===== src/rtl/cfs_pkg.sv =====
package cfs_pkg;

  localparam int NIB_W  = 4;
  localparam int BYTE_W = 8;

  typedef logic [NIB_W-1:0]  nib_t;
  typedef logic [BYTE_W-1:0] byte_t;
  // 8x8 matrix over GF(2): slice [8*k +: 8] is the row driving output bit k,
  // and bit j of that row multiplies input bit j.
  typedef logic [BYTE_W*BYTE_W-1:0] bmat_t;

  localparam bmat_t T_DEFAULT = {8'b10100000, 8'b10101100, 8'b11010010, 8'b01110000,
                                 8'b11000110, 8'b01010010, 8'b00001010, 8'b11011101};

  function automatic nib_t gf16_mul_f(nib_t a, nib_t b, logic [4:0] poly);
    logic [7:0] p;
    p = 8'h00;
    for (int i = 0; i < NIB_W; i++)
      if (b[i]) p = p ^ ({4'h0, a} << i);
    for (int k = 6; k >= 4; k--)
      if (p[k]) p = p ^ ({3'b000, poly} << (k - 4));
    return p[3:0];
  endfunction

  // Columns of a GF(2)-linear 4-bit map: either squaring or times a constant.
  function automatic logic [15:0] gf16_lin_cols(bit square, nib_t k, logic [4:0] poly);
    logic [15:0] c;
    nib_t e;
    c = 16'h0000;
    for (int j = 0; j < NIB_W; j++) begin
      e = nib_t'(1) << j;
      c[4*j +: 4] = square ? gf16_mul_f(e, e, poly) : gf16_mul_f(e, k, poly);
    end
    return c;
  endfunction

  function automatic logic [63:0] gf16_inv_table(logic [4:0] poly);
    logic [63:0] t;
    t = 64'h0;
    for (int x = 1; x < 16; x++)
      for (int y = 1; y < 16; y++)
        if (gf16_mul_f(nib_t'(x), nib_t'(y), poly) == 4'h1) t[4*x +: 4] = nib_t'(y);
    return t;
  endfunction

  function automatic byte_t cf_mul_f(byte_t x, byte_t y, nib_t lam, logic [4:0] poly);
    nib_t hh, lo, hi;
    hh = gf16_mul_f(x[7:4], y[7:4], poly);
    lo = gf16_mul_f(x[3:0], y[3:0], poly) ^ gf16_mul_f(hh, lam, poly);
    hi = gf16_mul_f(x[3:0], y[7:4], poly) ^ gf16_mul_f(x[7:4], y[3:0], poly) ^ hh;
    return {hi, lo};
  endfunction

  function automatic byte_t bmat_apply(bmat_t m, byte_t x);
    byte_t y;
    for (int k = 0; k < BYTE_W; k++) y[k] = ^(m[8*k +: 8] & x);
    return y;
  endfunction

  function automatic bmat_t bmat_mul(bmat_t a, bmat_t b);
    bmat_t r;
    byte_t row;
    for (int k = 0; k < BYTE_W; k++) begin
      row = 8'h00;
      for (int i = 0; i < BYTE_W; i++)
        if (a[8*k + i]) row = row ^ b[8*i +: 8];
      r[8*k +: 8] = row;
    end
    return r;
  endfunction

  // Gauss-Jordan elimination over GF(2).
  function automatic bmat_t bmat_inv(bmat_t m);
    byte_t a [BYTE_W];
    byte_t r [BYTE_W];
    byte_t tmp;
    bmat_t res;
    int p;
    for (int k = 0; k < BYTE_W; k++) begin
      a[k] = m[8*k +: 8];
      r[k] = byte_t'(1) << k;
    end
    for (int c = 0; c < BYTE_W; c++) begin
      p = -1;
      for (int k = c; k < BYTE_W; k++)
        if (p < 0 && a[k][c]) p = k;
      if (p >= 0) begin
        tmp = a[c]; a[c] = a[p]; a[p] = tmp;
        tmp = r[c]; r[c] = r[p]; r[p] = tmp;
        for (int k = 0; k < BYTE_W; k++)
          if (k != c && a[k][c]) begin
            a[k] = a[k] ^ a[c];
            r[k] = r[k] ^ r[c];
          end
      end
    end
    for (int k = 0; k < BYTE_W; k++) res[8*k +: 8] = r[k];
    return res;
  endfunction

  function automatic bmat_t aes_affine_mat();
    bmat_t m;
    byte_t row;
    for (int i = 0; i < BYTE_W; i++) begin
      row = 8'h00;
      row[i] = 1'b1;
      for (int s = 4; s < 8; s++) row[(i + s) % 8] = 1'b1;
      m[8*i +: 8] = row;
    end
    return m;
  endfunction

endpackage


===== src/rtl/gf16_mul.sv =====
module gf16_mul #(
  parameter logic [4:0] POLY = 5'b10011
) (
  input  logic [3:0] a,
  input  logic [3:0] b,
  output logic [3:0] p
);
  logic [6:0] pp [4];

  for (genvar g = 0; g < 4; g++) begin : g_pp
    assign pp[g] = b[g] ? ({3'b000, a} << g) : 7'd0;
  end

  always_comb begin
    logic [6:0] acc;
    acc = 7'd0;
    for (int i = 0; i < 4; i++) acc = acc ^ pp[i];
    for (int k = 6; k >= 4; k--)
      if (acc[k]) acc = acc ^ ({2'b00, POLY} << (k - 4));
    p = acc[3:0];
  end
endmodule


===== src/rtl/gf16_lin.sv =====
module gf16_lin #(
  parameter bit         SQUARE = 1'b0,
  parameter logic [3:0] K      = 4'h1,
  parameter logic [4:0] POLY   = 5'b10011
) (
  input  logic [3:0] x,
  output logic [3:0] y
);
  localparam logic [15:0] COLS = cfs_pkg::gf16_lin_cols(SQUARE, K, POLY);

  for (genvar b = 0; b < 4; b++) begin : g_bit
    assign y[b] = ^({COLS[12+b], COLS[8+b], COLS[4+b], COLS[b]} & x);
  end
endmodule


===== src/rtl/gf16_inv.sv =====
module gf16_inv #(
  parameter logic [4:0] POLY = 5'b10011
) (
  input  logic [3:0] x,
  output logic [3:0] y
);
  localparam logic [63:0] TAB = cfs_pkg::gf16_inv_table(POLY);

  always_comb begin
    y = TAB[{x, 2'b00} +: 4];
    AST_SUB_INVERSE: assert ((x == 4'h0) ? (y == 4'h0)
                             : (cfs_pkg::gf16_mul_f(x, y, POLY) == 4'h1))
      else $error("subfield inverse wrong for %h", x);
  end
endmodule


===== src/rtl/cf_inverter.sv =====
module cf_inverter #(
  parameter logic [4:0] POLY   = 5'b10011,
  parameter logic [3:0] LAMBDA = 4'h9
) (
  input  logic [7:0] x,
  output logic [7:0] y
);
  logic [3:0] a0, a1, s, a1_sq, l_sq, prod0, delta, delta_inv, b0, b1;

  assign a0 = x[3:0];
  assign a1 = x[7:4];
  assign s  = a0 ^ a1;

  gf16_lin #(.SQUARE(1'b1), .K(4'h1), .POLY(POLY)) u_sq (.x(a1), .y(a1_sq));
  gf16_lin #(.SQUARE(1'b0), .K(LAMBDA), .POLY(POLY)) u_lam (.x(a1_sq), .y(l_sq));
  gf16_mul #(.POLY(POLY)) u_m0 (.a(a0), .b(s), .p(prod0));

  assign delta = prod0 ^ l_sq;

  gf16_inv #(.POLY(POLY)) u_dinv (.x(delta), .y(delta_inv));
  gf16_mul #(.POLY(POLY)) u_m1 (.a(s), .b(delta_inv), .p(b0));
  gf16_mul #(.POLY(POLY)) u_m2 (.a(a1), .b(delta_inv), .p(b1));

  assign y = {b1, b0};

  always_comb begin
    AST_DELTA_ZERO: assert ((delta == 4'h0) == (x == 8'h00))
      else $error("norm zero mismatch for %h", x);
    AST_COMP_INVERSE: assert ((x == 8'h00) ? (y == 8'h00)
                              : (cfs_pkg::cf_mul_f(x, y, LAMBDA, POLY) == 8'h01))
      else $error("tower inverse wrong for %h", x);
  end
endmodule


===== src/rtl/cf_lin_map.sv =====
module cf_lin_map #(
  parameter cfs_pkg::bmat_t MAT    = cfs_pkg::T_DEFAULT,
  parameter logic [7:0]     OFFSET = 8'h00
) (
  input  logic [7:0] x,
  output logic [7:0] y
);
  for (genvar k = 0; k < 8; k++) begin : g_row
    if (OFFSET[k]) begin : g_inv
      assign y[k] = ~(^(MAT[8*k +: 8] & x));
    end else begin : g_pass
      assign y[k] = ^(MAT[8*k +: 8] & x);
    end
  end
endmodule


===== src/rtl/cf_affine.sv =====
module cf_affine #(
  parameter cfs_pkg::bmat_t T_MAT = cfs_pkg::T_DEFAULT,
  parameter logic [7:0]     AFF_C = 8'h63
) (
  input  logic [7:0] x,
  output logic [7:0] y
);
  localparam cfs_pkg::bmat_t T_INV  = cfs_pkg::bmat_inv(T_MAT);
  localparam cfs_pkg::bmat_t A_STD  = cfs_pkg::aes_affine_mat();
  localparam cfs_pkg::bmat_t A_COMP = cfs_pkg::bmat_mul(cfs_pkg::bmat_mul(T_MAT, A_STD), T_INV);
  localparam logic [7:0]     C_COMP = cfs_pkg::bmat_apply(T_MAT, AFF_C);

  cf_lin_map #(.MAT(A_COMP), .OFFSET(C_COMP)) u_map (.x(x), .y(y));

  always_comb begin
    AST_AFFINE_STD: assert (cfs_pkg::bmat_apply(T_INV, y) ==
                            (cfs_pkg::bmat_apply(A_STD, cfs_pkg::bmat_apply(T_INV, x)) ^ AFF_C))
      else $error("affine step disagrees in standard basis for %h", x);
  end
endmodule


===== src/rtl/cf_sbox.sv =====
module cf_sbox #(
  parameter logic [4:0]     SUB_POLY = 5'b10011,
  parameter logic [3:0]     LAMBDA   = 4'h9,
  parameter cfs_pkg::bmat_t T_MAT    = cfs_pkg::T_DEFAULT,
  parameter logic [7:0]     AFF_C    = 8'h63
) (
  input  logic [7:0] comp_in,
  output logic [7:0] comp_out
);
  localparam logic [7:0] ZERO_OUT = cfs_pkg::bmat_apply(T_MAT, AFF_C);

  logic [7:0] inv_w;

  cf_inverter #(.POLY(SUB_POLY), .LAMBDA(LAMBDA)) u_inv (.x(comp_in), .y(inv_w));
  cf_affine   #(.T_MAT(T_MAT), .AFF_C(AFF_C))     u_aff (.x(inv_w), .y(comp_out));

  always_comb begin
    if (comp_in == 8'h00) begin
      AST_ZERO_MAP: assert (comp_out == ZERO_OUT)
        else $error("zero input gave %h", comp_out);
    end
  end
endmodule


===== config.mk =====
export PLATFORM = sky130hd
export DESIGN_NAME = cf_sbox
export DESIGN_NICKNAME = d
export VERILOG_FILES = /design/src/rtl/cfs_pkg.sv /design/src/rtl/gf16_mul.sv /design/src/rtl/gf16_lin.sv /design/src/rtl/gf16_inv.sv /design/src/rtl/cf_inverter.sv /design/src/rtl/cf_lin_map.sv /design/src/rtl/cf_affine.sv /design/src/rtl/cf_sbox.sv
export SDC_FILE = /design/constraint.sdc
export NUM_CORES = 1
export LEC_CHECK = 0
export CAP_MARGIN = 20
export CORE_MARGIN = 2
export CORE_UTILIZATION = 40
export DETAILED_ROUTE_END_ITERATION = 7
export DONT_BUFFER_PORTS = 1
export PLACE_DENSITY = 0.57
export SYNTH_ARGS = -nofsm -noshare
export SYNTH_HDL_FRONTEND = slang
export SYNTH_HIERARCHICAL = 1
export SYNTH_SLANG_ARGS = --single-unit

===== constraint.sdc =====
create_clock -name vclk -period 6.7
set_input_delay 1.005 -clock vclk [all_inputs]
set_output_delay 1.005 -clock vclk [all_outputs]
set_load 0.01 [all_outputs]

==> out/metrics.csv <==
metric,value,unit
drt initial violations,23,
Post-CTS Setup Inserts,0,
Yosys top cell area share,0.1959,
global-route wire length before repair,3739,um
Critical Path Most Common Cell,xor2_1,
Vias,881,
vias in the first global route,792,
boundary pin count,16,
Avg Vias per Cell,4.949,
core region area,2758,um2
max incr delay on CP,0.56,ns
multi-input logic area,1075,um2
slew at the pin with the worst max-slew slack,0.5571,ns
clkbuf count,0,
# setup viols final,0,
"Hold-fix buffers, CTS",0,
antenna violations before repair,0,
CP required,5.69,ns
Post-Syn Area,1162,um2
# resized after CTS,0,
final worst path period need,6.103,ns
Max-Cap Viols,0,
Die Y-Extent,57.91,um
Tot GR Track Use,0.1329,
Final ANT Viol Nets,0,
top post-synthesis cells by area,"xor2_1, xnor2_1, nand2_1, ha_1, mux2i_1",
Setup CP Type,primary input to output port,
PortBufs,0,
CP max FO,12,
final period utilization,0.9109,
"Cell Chain, Critical Path",xor2_1 -> nand2_1 -> xor2_1 -> xnor2_2 -> xnor2_1 -> xor2_1 -> inv_1 -> ha_1 -> nand2_1 -> o211ai_1 -> nand2_1 -> mux2i_1 -> xor2_1 -> mux2i_1 -> xnor2_1 -> xor3_1,
seq_cells,0,
yosys warns,6,
CP arrival,5.10,ns
post-route cell area,1177,um2
FP Rows,19,
Netlist cell types,23,
Final GP Congestion,0.8048,
f_max,163.9,MHz
sequential standard cell area,0,um2
setup tns final,0,ns
grt ovf,0,
area grow syn2layout,1.292,%
layout cell share with drive strength beyond 1,0.08844,
"Seq/Total Area, Yosys",0,
RSZ-0062 raised after global routing,no,
Final Hold Fails,0,
die width,57.91,um
Starting Density,0.4215,
final net count,164,
crit path capture type,output port,
ant diodes,0,
Mapped Nets,165,
Startpoint Class,primary input,
first drt pass iteration count,4,
Post-DP HPWL,1703,um
Worst path slowest cell,xor3_1,
WL final,2133,um
post-route DRC violation count,0,
status,"complete, no violations",
"Avg Cell Area, Syn",7.749,um2
Slew headroom,0.6274,
min-delay worst type,primary input to output port,
filler cell count,287,
WL/cell,11.98,um
cell taking the most area after synthesis,xor2_1,
placed cell area,1177,um2
Die Footprint,3353,um2
Syn Inst Count,150,
"Slew Viols, Final",0,
largest net degree at the start of global routing,13,
-- cell usage in the layout (no fill, tap or decap), types with 3 or more instances in the layout --
| cell | netlist | routed |
|---|---|---|
| inv_1 | 7 | 7 |
| a22oi_1 | 3 | 3 |
| nor2_1 | 6 | 6 |
| mux2_1 | 3 | 3 |
| xnor2_1 | 24 | 24 |
| mux2_2 | 3 | 3 |
| ha_1 | 7 | 7 |
| buf_4 | 6 | 5 |
| mux2i_1 | 7 | 7 |
| nand2_1 | 41 | 41 |
| xor2_1 | 26 | 26 |
| xnor2_2 | 3 | 3 |
-- worst max-delay path: cells and delay by family --
kind                     cells  cell delay, ns
XOR/XNOR                     8            2.65
AO/OA/AOI/OAI                1            0.09
AND/OR/NAND/NOR              3            0.48
multiplexers                 2            0.36
buffers and inverters        1            0.17
adder cells (fa/ha/maj)      1            0.35
-- final timing paths --
path	endpoint	start	cells after the start	slack, ns
worst max-delay path	comp_out[4]	comp_in[5]	16	0.60
worst min-delay path	comp_out[0]	comp_in[4]	3	2.34
-- layout make-up --
class	instances	area share
Multi-Input combinational cell	135	0.9129
Tap cell	31	0.03294
Timing Repair Buffer	5	0.03188
Inverter	7	0.02232
-- metrics by stage --
stage	setup WS, ns	hold slack (ns)	util	std cells
final	0.5970	2.336	0.4270	178
after CTS	0.5765	2.343	0.4270	178
after floorplan	0.7369	2.316	-	150
after detailed placement	0.5758	2.341	0.4270	178
after global placement	0.7153	2.333	0.4270	178
after global routing	0.1161	2.356	0.4270	178
-- cells in the mapped netlist (2+ instances only) --
cell      n
a21oi_1   2
xnor2_1  24
mux2_1    3
ha_1      7
buf_4     6
xnor3_1   2
mux2_2    3
nor2_1    6
a22oi_1   3
inv_1     7
xor3_1    2
xor2_1   26
mux2i_1   7
xnor2_2   3
nand2_1  41
-- logic make-up after synthesis --
| logic type | synth area share |
|---|---|
| XOR/XNOR | 0.4984 |
| AND/OR/NAND/NOR | 0.1572 |
| buffers and inverters | 0.07535 |
| multiplexers | 0.1378 |
| AO/OA/AOI/OAI | 0.05598 |
| adder cells (fa/ha/maj) | 0.07535 |
-- per-layer routing --
layer	vias to the layer above	share of wire	routed length [um]	global-route usage
li1	470	-	-	-
met1	411	0.47	1004	0.1803
met2	0	0.53	1128	0.2516
met3	0	0	0	0
met4	0	0	0	0
met5	-	0	0	0
Power is left out: the tool's default activity adds up to more than one toggle a clock period on the data nets, which glitch-free logic cannot reach.
